[config.mk]
export PLATFORM = sky130hd
export DESIGN_NAME = octal_chan_ctrl
export DESIGN_NICKNAME = d
export VERILOG_FILES = /design/src/rtl/oc_pkg.sv /design/src/rtl/oc_input_map.sv /design/src/rtl/oc_chan_guard.sv /design/src/rtl/octal_chan_ctrl.sv
export SDC_FILE = /design/constraint.sdc
export NUM_CORES = 1
export LEC_CHECK = 0
export ABC_AREA = 1
export ABC_CLOCK_PERIOD_IN_PS = 1200
export BUFFER_PORTS_ARGS = -buffer_cell sky130_fd_sc_hd__clkbuf_2
export CAP_MARGIN = 20
export CORE_ASPECT_RATIO = 1.5
export CORE_MARGIN = 10
export CORE_UTILIZATION = 53
export DETAILED_ROUTE_END_ITERATION = 16
export GPL_ROUTABILITY_DRIVEN = 0
export HOLD_SLACK_MARGIN = 0.08
export PLACE_DENSITY_LB_ADDON = 0.08
export SETUP_SLACK_MARGIN = 0.05
export SYNTH_ARGS = -nofsm -noshare
export SYNTH_HDL_FRONTEND = slang
export SYNTH_SLANG_ARGS = --single-unit
export TNS_END_PERCENT = 10
[constraint.sdc]
create_clock -name clk -period 1.2 [get_ports clk]
set_input_delay 0.06 -clock clk [delete_from_list [all_inputs] [get_ports clk]]
set_output_delay 0.06 -clock clk [all_outputs]
set_load 0.01 [all_outputs]
[src/rtl/oc_pkg.sv]
package oc_pkg;

  // Active level of a pin after the polarity stage.
  function automatic logic pin_active(input logic pol_hi, input logic pin);
    return pol_hi ? pin : ~pin;
  endfunction

  // Combination of parallel and serial terms for one channel.
  function automatic logic chan_request(input logic use_and, input logic par,
                                        input logic ser);
    return use_and ? (par & ser) : (par | ser);
  endfunction

endpackage

[src/rtl/oc_input_map.sv]
module oc_input_map #(
  parameter int NUM_CH  = 8,
  parameter int NUM_PAR = 4
) (
  input  logic               pol_hi,
  input  logic [NUM_PAR-1:0] par_in,
  input  logic [NUM_CH-1:0]  map_sel,
  output logic [NUM_CH-1:0]  par_term
);
  import oc_pkg::*;

  localparam int NUM_FIXED = NUM_PAR - 1;
  localparam int SHARED    = NUM_PAR - 1;

  logic [NUM_PAR-1:0] pin_act;

  for (genvar p = 0; p < NUM_PAR; p++) begin : g_pol
    assign pin_act[p] = pin_active(pol_hi, par_in[p]);
  end

  for (genvar c = 0; c < NUM_CH; c++) begin : g_ch
    if (c < NUM_FIXED) begin : g_fixed
      assign par_term[c] = pin_act[c] | (map_sel[c] & pin_act[SHARED]);
    end else begin : g_shared
      assign par_term[c] = map_sel[c] & pin_act[SHARED];
    end
  end

endmodule

[src/rtl/oc_chan_guard.sv]
module oc_chan_guard #(
  parameter int OVL_DLY = 16
) (
  input  logic clk,
  input  logic rst_n,
  input  logic sleep_req,
  input  logic req,
  input  logic ovt_flag,
  input  logic ovl_flag,
  input  logic ovt_hold,
  input  logic ovl_hold,
  output logic gate,
  output logic rise,
  output logic ovt_lat,
  output logic ovl_lat
);
  localparam int CW = (OVL_DLY < 2) ? 1 : $clog2(OVL_DLY);
  localparam logic [CW-1:0] LAST = CW'(OVL_DLY - 1);

  logic          req_q;
  logic [CW-1:0] dly_cnt;
  logic          ovl_run;
  logic          ovl_trip;
  logic          ovt_set;

  assign rise     = req & ~req_q;
  assign gate     = ~sleep_req & req & ~ovt_flag & ~ovt_lat & ~ovl_lat;
  assign ovt_set  = ovt_hold & ovt_flag;
  assign ovl_run  = ovl_hold & ovl_flag & gate;
  assign ovl_trip = ovl_run & (dly_cnt == LAST);

  always_ff @(posedge clk or negedge rst_n) begin
    if (!rst_n) begin
      req_q   <= 1'b0;
      ovt_lat <= 1'b0;
      ovl_lat <= 1'b0;
      dly_cnt <= '0;
    end else begin
      req_q <= req;
      if (sleep_req) begin
        ovt_lat <= 1'b0;
        ovl_lat <= 1'b0;
        dly_cnt <= '0;
      end else begin
        if (ovt_set)   ovt_lat <= 1'b1;
        else if (rise) ovt_lat <= 1'b0;

        if (ovl_trip)  ovl_lat <= 1'b1;
        else if (rise) ovl_lat <= 1'b0;

        if (ovl_run && !ovl_trip) dly_cnt <= dly_cnt + 1'b1;
        else                      dly_cnt <= '0;
      end
    end
  end

endmodule

[src/rtl/octal_chan_ctrl.sv]
module octal_chan_ctrl #(
  parameter int NUM_CH  = 8,
  parameter int NUM_PAR = 4,
  parameter int OVL_DLY = 16
) (
  input  logic               clk,
  input  logic               rst_n,
  input  logic               sleep_req,
  input  logic               pol_hi,
  input  logic [NUM_PAR-1:0] par_in,
  input  logic [NUM_CH-1:0]  map_sel,
  input  logic [NUM_CH-1:0]  and_sel,
  input  logic [NUM_CH-1:0]  ovl_hold,
  input  logic [NUM_CH-1:0]  ovt_hold,
  input  logic [NUM_CH-1:0]  ctl_bits,
  input  logic [NUM_CH-1:0]  ovl_flag,
  input  logic [NUM_CH-1:0]  ovt_flag,
  output logic [NUM_CH-1:0]  gate_en,
  output logic [NUM_CH-1:0]  sta
);
  import oc_pkg::*;

  logic [NUM_CH-1:0] par_term;
  logic [NUM_CH-1:0] req_vec;
  logic [NUM_CH-1:0] rise_vec;
  logic [NUM_CH-1:0] ovt_lat_vec;
  logic [NUM_CH-1:0] ovl_lat_vec;

  oc_input_map #(.NUM_CH(NUM_CH), .NUM_PAR(NUM_PAR)) u_map (
    .pol_hi  (pol_hi),
    .par_in  (par_in),
    .map_sel (map_sel),
    .par_term(par_term)
  );

  for (genvar c = 0; c < NUM_CH; c++) begin : g_chan
    assign req_vec[c] = chan_request(and_sel[c], par_term[c], ctl_bits[c]);

    oc_chan_guard #(.OVL_DLY(OVL_DLY)) u_guard (
      .clk      (clk),
      .rst_n    (rst_n),
      .sleep_req(sleep_req),
      .req      (req_vec[c]),
      .ovt_flag (ovt_flag[c]),
      .ovl_flag (ovl_flag[c]),
      .ovt_hold (ovt_hold[c]),
      .ovl_hold (ovl_hold[c]),
      .gate     (gate_en[c]),
      .rise     (rise_vec[c]),
      .ovt_lat  (ovt_lat_vec[c]),
      .ovl_lat  (ovl_lat_vec[c])
    );
  end

  assign sta = gate_en;

endmodule

==> out/metrics.csv <==
stage,metric,value,unit
route,detailed-route vias per instance,4.903,
logic_synthesis,mean area per synthesized cell,9.087,um^2
layout,post-route insts no fill,518,
logic_synthesis,Ys Warns,0,
layout,Final Util,0.7041,
setup_path,Buf/Inv on CP,1,
placement,detailed placement HPWL,5076,um
setup_path,crit end category,output pin,
sta,final hold viol count,0,
sta,max frequency,0.7246,GHz
floorplanning,I/O Pins,80,
power,PwrDens,902.1,mW/mm^2
setup_path,"setup slack, reg-to-reg",-0.03,ns
logic_synthesis,Post-synth EDFFs,0,
logic_synthesis,Main synth FF type,dfrtp_1,
global_route,vias in the first global route,2605,
route,drt wl/cell,13.17,um
layout,share of cells above drive strength 1,0.3587,
floorplanning,Initial Utilization,0.5427,
floorplanning,Core Box Area,0.005743,mm^2
placement,DP Area,0.003532,mm^2
sta,Final min period,1.380,ns
logic_synthesis,register bit total from synthesis,56,
setup_path,r2r endpoint,g_chan[5].u_guard.dly_cnt[0]$_DFF_PN0_,
sta,period utilisation layout,1.150,
layout,ANT cells,0,
setup_path,worst reg2reg startpoint,g_chan[5].u_guard.ovt_lat$_DFFE_PN0P_,
sta,Final WS setup,-0.1801,ns
clocking,CTS root buffer,clkbuf_8,
floorplanning,Die Width,82.62,um
placement,placed insts,484,
sta,unrepaired setup endpoints after global routing,true,
layout,Area growth syn-to-layout,29.75,%
flow_run,MaxCap Viol Count,0,
global_route,GRT Util Overall,0.1468,
logic_synthesis,register area share after synthesis,0.4496,
logic_synthesis,synth unique cells,34,
route,Post-route DRC,0,
global_route,antenna violations before repair,0,
sta,Final Skew,0.001877,ns
clocking,CTS max path bufs,2,
min_path,Worst Hold Path Cells,4,
min_path,WHS Endpoint,g_chan[3].u_guard.ovl_lat$_DFFE_PN0P_,
clocking,total CTS buffers,5,
setup_path,Critical Path RT,1.14,ns
sta,"Setup violations, final",22,
route,Vias,2540,
route,router iterations before antenna repair,4,
power,leakage power,2.163,nW
clocking,clock-pin slew on the worst setup and hold paths,0.09,ns
logic_synthesis,asr flop ratio synth,1.000,
setup_path,crit-path max FO,3,
min_path,Hold Path Class,in -> reg,
route,final WL,6823,um
floorplanning,die height,113.9,um
global_route,largest net degree at the start of global routing,57,
sta,max-slew violations,0,
logic_synthesis,post-synthesis cell count,343,
floorplanning,row count,34,
setup_path,slowest CP cell,dfrtp_1,
power,worst vdd ir,0.0007667,V
floorplanning,die area,0.009412,mm^2
run_status,outcome,"complete, but fails checks",
global_route,global route overflow,0,
clocking,Clock Latency Late Sink,0.30,ns
setup_path,critical path class,reg -> out,
setup_path,delay of the slowest critical-path stage,0.42,ns
global_route,first-pass GRT wire length,11280,um
setup_path,Worst path top cell family by delay,simple AND/OR/NAND/NOR gates,
clocking,clock tree from TritonCTS,yes,
logic_synthesis,post-synth net total,415,
min_path,min-delay src,ovt_flag[3],
route,initial DRC count,120,
clocking,number of H-tree levels,2,
sta,Total Neg Setup Slack,-1.827,ns
logic_synthesis,Mapped Area,0.003117,mm^2
route,Routed Antenna Nets,0,
layout,design area,0.004044,mm^2
run_status,failing checks,negative setup slack,
layout,filler instances,482,
clocking,clk sinks,56,
placement,input/output buffers,79,
setup_path,Worst R2R Path Depth,5,
sta,Slew headroom,0.7808,
layout,NumNets Final,517,
sta,worst-margin pin slew,0.3288,ns
setup_path,CP Launch Type,flop,
setup_path,CP arrival,1.32,ns
setup_path,crit-path cells,"nor4_4, and2_4, buf_2",
==> cell usage after synthesis, types with 3 or more instances <==
| cell | instances | area [um^2] |
|---|---|---|
| buf_6 | 3 | 33.78 |
| nor2_1 | 19 | 71.32 |
| nand4_1 | 5 | 31.28 |
| nand3_1 | 21 | 105.1 |
| nor3_1 | 8 | 40.04 |
| inv_1 | 47 | 176.4 |
| nand2_1 | 70 | 262.8 |
| o21ai_0 | 5 | 25.02 |
| dfrtp_1 | 56 | 1401 |
| ha_1 | 8 | 100.1 |
| and2_4 | 4 | 35.03 |
| nor2_2 | 13 | 81.33 |
| nor3_2 | 3 | 30.03 |
| nor3b_1 | 3 | 22.52 |
| o22ai_4 | 4 | 80.08 |
| and3_1 | 3 | 18.77 |
| a21oi_1 | 16 | 80.08 |
| xor2_1 | 8 | 70.07 |
| buf_4 | 16 | 120.1 |
| nor4_1 | 6 | 37.54 |
| nand4_2 | 4 | 50.05 |
| or2_2 | 3 | 18.77 |
==> metrics by stage <==
step / power [mW] / hold WS (ns) / setup WS, ns
2_1_floorplan: 2.315 / -0.2356 / 0.1189
3_3_place_gp: 2.528 / 0.08718 / -0.02946
3_5_place_dp: 2.535 / 0.08702 / -0.04140
4_1_cts: 3.651 / -0.008871 / -0.1998
5_1_grt: 3.838 / 0.09511 / -0.2468
6_report: 3.648 / 0.09090 / -0.1801
==> repair_timing <==
item / CTS / global route
setup buffers: 2 / 2
hold endpoints to repair: 71 / 2
gates resized for setup: 12 / 33
pin swaps: 8 / 19
setup endpoints to repair: 36 / 54
hold buffers: 20 / 2
==> worst max path at each step <==
| stage | start | endpoint | slack [ns] | cells after the start |
|---|---|---|---|---|
| 6_report | g_chan[7].u_guard.ovl_lat$_DFFE_PN0P_ | gate_en[7] | -0.18 | 3 |
| 5_1_grt | g_chan[6].u_guard.ovl_lat$_DFFE_PN0P_ | gate_en[6] | -0.25 | 3 |
| 4_1_cts | g_chan[5].u_guard.ovl_lat$_DFFE_PN0P_ | sta[5] | -0.20 | 3 |
| 3_5_place_dp | g_chan[4].u_guard.ovt_lat$_DFFE_PN0P_ | g_chan[4].u_guard.dly_cnt[0]$_DFF_PN0_ | -0.04 | 4 |
| 3_3_place_gp | g_chan[4].u_guard.ovt_lat$_DFFE_PN0P_ | g_chan[4].u_guard.dly_cnt[3]$_DFF_PN0_ | -0.03 | 4 |
| 2_1_floorplan | g_chan[7].u_guard.dly_cnt[0]$_DFF_PN0_ | g_chan[7].u_guard.dly_cnt[2]$_DFF_PN0_ | 0.12 | 6 |
==> worst min-delay path, cell delays in order <==
cell,delay (ns)
clkbuf_2,0.11
nor4_4,0.05
nand4_1,0.08
a21oi_1,0.05
==> layer usage <==
layer  wire (um)  up-vias  global-route usage  part of all wire
li1            -     1292                   -                 -
met1        2571     1180              0.1594              0.38
met2        3673       59              0.2691              0.54
met3         476        9             0.03622             0.070
met4         101        0             0.03919             0.015
met5           0        -                   0                 0
==> kinds of logic after synthesis <==
kind of cell,synth area share
compound gates,0.06824
buf+inv,0.1104
fa+ha+maj,0.03212
simple gates,0.3115
xor+xnor,0.02810
flops,0.4496
==> sequential cells by signal, indices dropped and copies added, names as in the netlist <==
name	cells
g_chan.u_guard.dly_cnt	32
g_chan.u_guard.ovl_lat	8
g_chan.u_guard.ovt_lat	8
g_chan.u_guard.req_q	8
==> where the power goes <==
group          internal [mW]  switching (mW)
combinational          0.317           0.333
clock                  0.472           0.565
sequential              1.93          0.0293
==> layout by cell type (no fill, tap or decap), drive strengths merged <==
master,n
clkbuf,75
nand2,73
dfrtp,56
inv,49
nor2,32
buf,26
nand3,23
dlygate4sd3,22
a21oi,16
nor3,11
nand4,9
xor2,8
nor4,8
ha,8
and2,5
o22ai,5
o21ai,5
and3,3
or2,3
nor3b,3
nand3b,2
xnor2,2
a211oi,2
==> layout make-up <==
cell class / count / area (um^2) / share of cell area
multi-input combinational: 218 / 1515 / 0.3747
inverter: 49 / 186.4 / 0.04610
clock buffer: 8 / 90.09 / 0.02228
sequential: 56 / 1401 / 0.3465
timing repair buffer: 115 / 760.7 / 0.1881
tap: 72 / 90.09 / 0.02228
Note: power is estimated with default switching activity, not from simulation.
